==> config.mk <==
export PLATFORM = sky130hd
export DESIGN_NAME = pulse_cap_timer
export DESIGN_NICKNAME = d
export VERILOG_FILES = /design/src/rtl/pulse_cap_pkg.sv /design/src/rtl/pulse_cap_filter.sv /design/src/rtl/pulse_cap_tick.sv /design/src/rtl/pulse_cap_timer.sv
export SDC_FILE = /design/constraint.sdc
export NUM_CORES = 1
export LEC_CHECK = 0
export ABC_CLOCK_PERIOD_IN_PS = 2500
export BUFFER_PORTS_ARGS = -buffer_cell sky130_fd_sc_hd__buf_2
export CORE_MARGIN = 10
export CORE_UTILIZATION = 50
export CTS_CLUSTER_SIZE = 14
export DETAILED_ROUTE_END_ITERATION = 8
export GPL_TIMING_DRIVEN = 1
export PLACE_DENSITY = 0.7
export SLEW_MARGIN = 20
export SYNTH_ARGS = -nofsm -noshare
export SYNTH_HDL_FRONTEND = slang
export SYNTH_SLANG_ARGS = --single-unit
==> constraint.sdc <==
create_clock -name clk_i -period 2.5 [get_ports clk_i]
set_input_delay 0 -clock clk_i [delete_from_list [all_inputs] [get_ports clk_i]]
set_output_delay 0 -clock clk_i [all_outputs]
set_load 0.02 [all_outputs]
==> src/rtl/pulse_cap_pkg.sv <==
package pulse_cap_pkg;
  typedef enum logic [1:0] {
    ST_OFF  = 2'd0,
    ST_WAIT = 2'd1,
    ST_RUN  = 2'd2
  } cap_state_e;
endpackage

==> src/rtl/pulse_cap_filter.sv <==
module pulse_cap_filter #(
  parameter int FILT_LEN = 4
) (
  input  logic clk_i,
  input  logic rst_ni,
  input  logic line_i,
  output logic level_o,
  output logic rise_o,
  output logic fall_o
);
  localparam int RW = (FILT_LEN > 1) ? $clog2(FILT_LEN) : 1;

  logic [1:0]    sync_q;
  logic          filt_q;
  logic [RW-1:0] run_q;

  always_ff @(posedge clk_i or negedge rst_ni) begin
    if (!rst_ni) begin
      sync_q <= 2'b11;
      filt_q <= 1'b1;
      run_q  <= '0;
      rise_o <= 1'b0;
      fall_o <= 1'b0;
    end else begin
      sync_q <= {sync_q[0], line_i};
      rise_o <= 1'b0;
      fall_o <= 1'b0;
      if (sync_q[1] == filt_q) begin
        run_q <= '0;
      end else if (run_q == RW'(FILT_LEN - 1)) begin
        // new level held for FILT_LEN samples
        filt_q <= sync_q[1];
        run_q  <= '0;
        rise_o <= sync_q[1];
        fall_o <= ~sync_q[1];
      end else begin
        run_q <= run_q + 1'b1;
      end
    end
  end

  assign level_o = filt_q;

  assert_filter_hold_R9: assert property (@(posedge clk_i) disable iff (!rst_ni)
    !$stable(filt_q) |-> $past(run_q) == RW'(FILT_LEN - 1));

  assert_edge_excl_R9: assert property (@(posedge clk_i) disable iff (!rst_ni)
    !(rise_o && fall_o));
endmodule

==> src/rtl/pulse_cap_tick.sv <==
module pulse_cap_tick #(
  parameter int TICK_DIV = 72
) (
  input  logic clk_i,
  input  logic rst_ni,
  input  logic en_i,
  input  logic clr_i,
  output logic tick_o
);
  generate
    if (TICK_DIV > 1) begin : g_div
      localparam int PW = $clog2(TICK_DIV);
      logic [PW-1:0] pre_q;

      always_ff @(posedge clk_i or negedge rst_ni) begin
        if (!rst_ni)                          pre_q <= '0;
        else if (clr_i || !en_i)              pre_q <= '0;
        else if (pre_q == PW'(TICK_DIV - 1))  pre_q <= '0;
        else                                  pre_q <= pre_q + 1'b1;
      end

      assign tick_o = en_i && !clr_i && (pre_q == PW'(TICK_DIV - 1));

      assert_tick_gap_R10: assert property (@(posedge clk_i) disable iff (!rst_ni)
        tick_o |=> !tick_o);
    end else begin : g_nodiv
      assign tick_o = en_i && !clr_i;
    end
  endgenerate
endmodule

==> src/rtl/pulse_cap_timer.sv <==
module pulse_cap_timer
  import pulse_cap_pkg::*;
#(
  parameter int TICK_DIV = 72,
  parameter int LIMIT    = 18000,
  parameter int FILT_LEN = 4,
  parameter int CW       = 16
) (
  input  logic          clk_i,
  input  logic          rst_ni,
  input  logic          line_i,
  input  logic          arm_i,
  output logic [CW-1:0] period_o,
  output logic [CW-1:0] high_o,
  output logic [CW-1:0] low_o,
  output logic          cap_o,
  output logic          timeout_o
);
  localparam logic [CW-1:0] LAST = CW'(LIMIT - 1);

  cap_state_e    st_q;
  logic [CW-1:0] cnt_q;
  logic [CW-1:0] hpend_q;
  logic          level, rise_ev, fall_ev, tick, restart;

  pulse_cap_filter #(.FILT_LEN(FILT_LEN)) u_filter (
    .clk_i  (clk_i),
    .rst_ni (rst_ni),
    .line_i (line_i),
    .level_o(level),
    .rise_o (rise_ev),
    .fall_o (fall_ev)
  );

  assign restart = (st_q == ST_WAIT && fall_ev) || (st_q == ST_RUN && rise_ev);

  pulse_cap_tick #(.TICK_DIV(TICK_DIV)) u_tick (
    .clk_i (clk_i),
    .rst_ni(rst_ni),
    .en_i  (st_q == ST_RUN),
    .clr_i (restart),
    .tick_o(tick)
  );

  always_ff @(posedge clk_i or negedge rst_ni) begin
    if (!rst_ni) begin
      st_q      <= ST_OFF;
      cnt_q     <= '0;
      hpend_q   <= '0;
      period_o  <= '0;
      high_o    <= '0;
      low_o     <= '0;
      cap_o     <= 1'b0;
      timeout_o <= 1'b0;
    end else begin
      cap_o     <= 1'b0;
      timeout_o <= 1'b0;
      unique case (st_q)
        ST_OFF: begin
          cnt_q <= '0;
          if (arm_i) st_q <= ST_WAIT;
        end
        ST_WAIT: begin
          if (fall_ev) begin
            st_q    <= ST_RUN;
            cnt_q   <= '0;
            hpend_q <= '0;
          end
        end
        ST_RUN: begin
          if (rise_ev) begin
            period_o <= cnt_q;
            high_o   <= hpend_q;
            low_o    <= cnt_q - hpend_q;
            cap_o    <= 1'b1;
            cnt_q    <= '0;
            hpend_q  <= '0;
          end else begin
            if (fall_ev) hpend_q <= cnt_q;
            if (tick) begin
              if (cnt_q == LAST) begin
                // wrap; R8 keeps the burst alive while the line is low
                cnt_q     <= '0;
                timeout_o <= 1'b1;
                if (level) st_q <= ST_OFF;
              end else begin
                cnt_q <= cnt_q + 1'b1;
              end
            end
          end
        end
        default: st_q <= ST_OFF;
      endcase
    end
  end

  assert_cap_pulse_R4: assert property (@(posedge clk_i) disable iff (!rst_ni)
    cap_o |=> !cap_o);

  assert_hold_outputs_R6: assert property (@(posedge clk_i) disable iff (!rst_ni)
    !cap_o |-> ($stable(period_o) && $stable(high_o) && $stable(low_o)));

  assert_high_in_period_R5: assert property (@(posedge clk_i) disable iff (!rst_ni)
    cap_o |-> (high_o <= period_o) && (low_o == period_o - high_o));

  assert_disarm_on_timeout_R7: assert property (@(posedge clk_i) disable iff (!rst_ni)
    (st_q == ST_OFF && $past(st_q) == ST_RUN) |-> timeout_o);

  assert_strobe_excl_R7: assert property (@(posedge clk_i) disable iff (!rst_ni)
    !(cap_o && timeout_o));

  assert_cnt_bound_R10: assert property (@(posedge clk_i) disable iff (!rst_ni)
    cnt_q <= LAST);
endmodule

-- Yosys cells after proc, flatten, opt, wreduce, memory -nomap -nowiden
Cells that the tools add are included.
Widths: inputs -> output; s select.
- register bits: 98
- bits in latches: 0
- memory bits (writable): 0
- bits in read-only memories: 0
- bits of input ports: 4
- output and inout bits: 50
- logic and storage cells: 79
- memories: 0
- $add $sub $neg: 4
- $mul: 0
- divide/modulo/power cells: 0
- magnitude comparators: 0
- eq/ne operators: 14
- shifts and indexed selects: 0
- mux-type cells: 29
- bitwise logic cells: 2
- reductions and logical operators: 16
- operator list (operator ; number):
    $mux 16 ; 6
    $pmux 16 s3 ; 1
    $pmux 16 s2 ; 1
    $add 16x1->16 const B ; 1
    $eq 16x15->1 const B ; 1
    $mux 2 ; 8
    $sub 16x16->16 ; 1
    $mux 7 ; 2
    $mux 1 ; 10
    $ne 2x2->1 const B ; 5
    $add 7x1->7 const B ; 1
    $eq 7x7->1 const B ; 1
    $ne 3x3->1 const B ; 2
    $pmux 2 s3 ; 1
    $reduce_and 3->1 ; 2
    $reduce_and 6->1 ; 1
    $eq 2x2->1 const B ; 2
    $logic_and 1x1->1 ; 4
    $reduce_and 2->1 ; 2
    $reduce_bool 3->1 ; 1
    $add 2x1->2 const B ; 1
    $eq 2x1->1 const B ; 1
    $logic_not 1->1 ; 2
    $logic_not 2->1 ; 1
    5 further kinds ; 7

-- Longest topological paths before layout
- word-level depth: 9
- depth in mapped cells: 8
- gate-level depth less buffers: 8

-- Hierarchy
A second synthesis with hierarchy kept.
- cells, all modules: 522
- area, all modules: 4873.4 µm²
- by module, submodules not included (module ; instances ; cells an instance ; area an instance (µm²) ; sequential area each (µm²)):
    pulse_cap_timer ; 1 ; 474 ; 4279.1 ; 2102.0
    pulse_cap_tick ; 1 ; 34 ; 346.6 ; 175.2
    pulse_cap_filter ; 1 ; 14 ; 247.7 ; 178.9

-- Worst setup path before layout
No wires, ideal clock.
- kind: register to register
- from: register cnt_q[0]
- to: register low_o[8]
- library setup time: 0.082 ns
- data arrival time: 2.061 ns
- required time: 2.418 ns
- setup slack: 0.357 ns
- stages on the path, launching flop included: 9
- buffers on the path: 0
- period minus slack after synthesis: 2.143 ns
- cells stage by stage: dfrtp_1 > inv_1 > ha_1 > fa_1 > nor2b_1 > o2111ai_1 > and3_1 > or3_1 > a31oi_1
- word-level cells in the longest chain between the ends: 1
- ends and longest elaborated chain (item ; RTL line ; source):
    from (decl) ; pulse_cap_timer.sv:22 ; logic [CW-1:0] cnt_q;
    from (signal assigned) ; pulse_cap_timer.sv:87 ; cnt_q <= cnt_q + 1'b1;
    $sub 16x16->16 ; pulse_cap_timer.sv:74 ; low_o <= cnt_q - hpend_q;
    to (signal assigned) ; pulse_cap_timer.sv:74 ;
    to (decl) ; pulse_cap_timer.sv:15 ; output logic [CW-1:0] low_o,
Every way passes these cells.
A chain may end at the register's enable or synchronous reset.

-- Final worst setup path
- from: register cnt_q[6]
- to: register low_o[11]
Same word-level chain as after synthesis.

==> implementation parameters <==
Parameter                              Value

Finish
  Diodes inserted    0
  Area growth from synthesis to layout    14.2%
  Layout cell share with drive strength beyond 1    17.1%
  Final core utilization    58.2%
  Final nets    621
  Most used cells in the layout excluding fill and tap cells    dfrtp_1 (95), nand2_1 (94), o21ai_0 (60), buf_2 (52), nand3_1 (32)
  Commonest non-fill, non-tap cell in the layout    dfrtp_1

Global route
  Global routing usage summed across all routing layers    17.4%
  Pin count of the biggest net entering global routing    53
  Via count of the first global-routing pass    4249
  First-pass GRT wire length    20700 um
  GRT Residual Overflow    0
  Number of antenna violations at the first check in global routing    0

Placement
  Placed wire-length estimate after detailed placement    8860 um
  Port Buffer Count    53
  Final weighted congestion in routability-driven placement    0.948

Timing
  Setup TNS    0 ns
  Headroom to the max-slew limit    58.5%
  Worst setup skew after layout    0.00825 ns
  Final setup viols    0
  Final worst path period share    93.2%
  Final count of hold timing violations    0
  Slew of the pin with the lowest slew margin    0.622 ns
  Unrepaired setup endpoints after global routing    no
  Count of final max-slew check failures    0
  Final worst path period need    2.33 ns
  Highest Clock Rate    0.429 GHz

Power and ir drop
  Combinational share of power    5.4%
  Clock power frac    36.8%
  Switching power total    0.683 mW
  Leakage Power    2.73 nW
  Switching part of the total    23.9%
  Largest voltage drop on the vdd net    0.000305 V
  P per Cell Area    505 nW/um2
  Part of the power in registers    57.8%
  Total chip power    2.86 mW
  Total internal power    2.17 mW

Route
  DRC marker count from the first detailed-route iteration    328
  Number of nets still failing antenna checks after routing    0
  Total vias in the final route    4134
  DRC viols    0
  Routed WL per cell    16.3 um
  Total iterations of the first detailed-routing run    4
  Routed Wire Length    12000 um
  Ratio of routed vias to standard cells    5.62

Clock network
  Clock Latency Late Sink    0.37 ns
  Maximum buffer depth of the clock tree    2
  TritonCTS sink count    98
  Clock-pin slew of the registers on the worst-case setup and hold paths    0.09 ns
  CTS HTree Levels    3
  Setup bufs post-CTS    0
  Clock buffer count from CTS    9
  Clock tree from TritonCTS    done
  Clock root buffer    clkbuf_8

Yosys
  Most area-hungry cell type in the Yosys netlist    dfrtp_1
  Seq cells post-synth    98
  Syn_nets    563
  Distinct cell type count after synthesis    61
  Count of flip-flops with a built-in enable after synthesis    0
  Per-instance average area after synthesis    9.18 um2
  Area share of the largest cell type after synthesis    48.0%
  Top cells by area in the synthesized netlist    dfrtp_1 (48%), nand2_1 (7.1%), o21ai_0 (6.2%)
  Cells after synthesis    540
  Number of warnings printed during yosys synthesis    0
  Async S/R FF share, synth    100%
  Summed instance area of the synthesized netlist    4960 um2
  Dominant synthesized flop cell    dfrtp_1
  Fraction of the yosys area taken by sequential cells    49.5%

Die
  Vertical extent of the die    120 um
  Area of the die    14300 um2
  Width of the die    120 um
  Number of placement rows    36
  Ports    54
  Initial Util    51.0%
  Std-Cell Core Area    9730 um2

Setup path
  Crit path capture type    flip-flop
  Worst Path Arrival    2.59 ns
  Worst flop-to-flop path startpoint    cnt_q[6]$_DFFE_PN0P_
  Flop2flop setup slack    0.17 ns
  Worst endpoint required time    2.76 ns
  Cell count of the worst reg-to-reg path    5
  Kind of critical path    flip-flop to flip-flop
  CP startpoint kind    flip-flop
  Terminus of the critical flop-to-flop path    low_o[11]$_DFFE_PN0P_
  Highest fanout seen on the critical path    8

Min path
  Hold Path Class    primary input to asynchronous set/reset pin

Flow run
  Max capacitance violation total    0

Status
  Result of the run    finished clean
worst max-delay path, cell delays in order (launching register included):
cell      delay [ns]
dfrtp_1         0.49
ha_1            0.40
a2111o_1        0.48
o21ai_0         0.38
o21ai_0         0.17
a221o_1         0.31
layout make-up:
type,count,area [um2]
Multi-Input combinational cell,389,2290
Fill cell,893,4070
Clock buffer,10,138
Clock inverter,6,65.1
Tap cell,133,166
Timing Repair Buffer,75,453
Sequential cell,98,2460
Inverter,25,93.8
cell usage after synthesis, types with 7 or more instances:
cell	count
o21ai_1	9
clkbuf_1	20
nand4_1	10
o211ai_1	7
dfrtp_1	95
nand2_1	94
o31ai_1	8
o21ai_0	61
nor3_1	22
nand3_1	32
ha_1	18
a21oi_1	14
inv_1	25
nor2_1	24
o21a_1	10
how the worst max path moves through the flow:
stage / start / end / slack (ns) / depth (start not counted)
3_3_place_gp: cnt_q[0]$_DFFE_PN0P_ / low_o[8]$_DFFE_PN0P_ / 0.23 / 8
6_report: cnt_q[6]$_DFFE_PN0P_ / low_o[11]$_DFFE_PN0P_ / 0.17 / 5
4_1_cts: cnt_q[0]$_DFFE_PN0P_ / low_o[8]$_DFFE_PN0P_ / 0.14 / 8
3_5_place_dp: cnt_q[0]$_DFFE_PN0P_ / low_o[8]$_DFFE_PN0P_ / 0.19 / 8
2_1_floorplan: cnt_q[0]$_DFFE_PN0P_ / low_o[8]$_DFFE_PN0P_ / 0.36 / 8
5_1_grt: cnt_q[0]$_DFFE_PN0P_ / low_o[8]$_DFFE_PN0P_ / 0.01 / 8
power by group through the flow:
stage               logic (mW)  registers, mW  clock network, mW
floorplan               0.0939           1.68                  0
CTS                      0.158           1.65               1.08
detailed placement       0.153           1.68                  0
global route             0.177           1.66               1.14
finish                   0.154           1.65               1.05
global placement         0.149           1.68                  0
metal layers:
layer  track usage (%)  routed length (um)  part of all wire [%]  vias to the layer above
met5                 0                   0                     0                        -
met4              6.64                 252                   2.1                        0
met3              3.98                 574                   4.8                       19
met2              29.8                6010                    50                      103
met1              20.8                5140                    43                     1987
li1                  -                   -                     -                     2025
registers in the layout (all words and copies together), names as in the netlist:
register            flops
cnt_q                  16
high_o                 16
hpend_q                16
low_o                  16
period_o               16
u_tick.g_div.pre_q      7
st_q                    2
u_filter.run_q          2
u_filter.sync_q         2
cap_o                   1
timeout_o               1
u_filter.fall_o         1
u_filter.level_o        1
u_filter.rise_o         1
repair_timing:
action | 4_1_cts | 5_1_grt
gates resized for setup | 0 | 1
setup endpoints to repair | 0 | 2
hold endpoints to repair | 48 | 0
hold buffers | 3 | 0
cell families (layout without fill, tap and decap cells):
family	Yosys count	in the layout	synth area share [%]
muxes	6	6	1.29
buffers and inverters	53	116	4.37
AOI/OAI and AO/OA	138	138	17.2
DFF	98	98	49.5
xor gates and xnor gates	7	7	1.24
and+or+nand+nor	219	219	21.5
adders and majority gates	19	19	4.95
stage by stage:
step                      worst slack [ns]  area, um2  hold WS [ns]  instances
after floorplan                      0.357       4960        -0.296        540
after global routing                0.0114       5660         0.234        736
after CTS                            0.136       5660         0.204        736
after global placement               0.226       5420        0.0530        717
final                                0.171       5660         0.178        736
after detailed placement             0.192       5420        0.0630        717
Power figures use the tool's default switching activity.
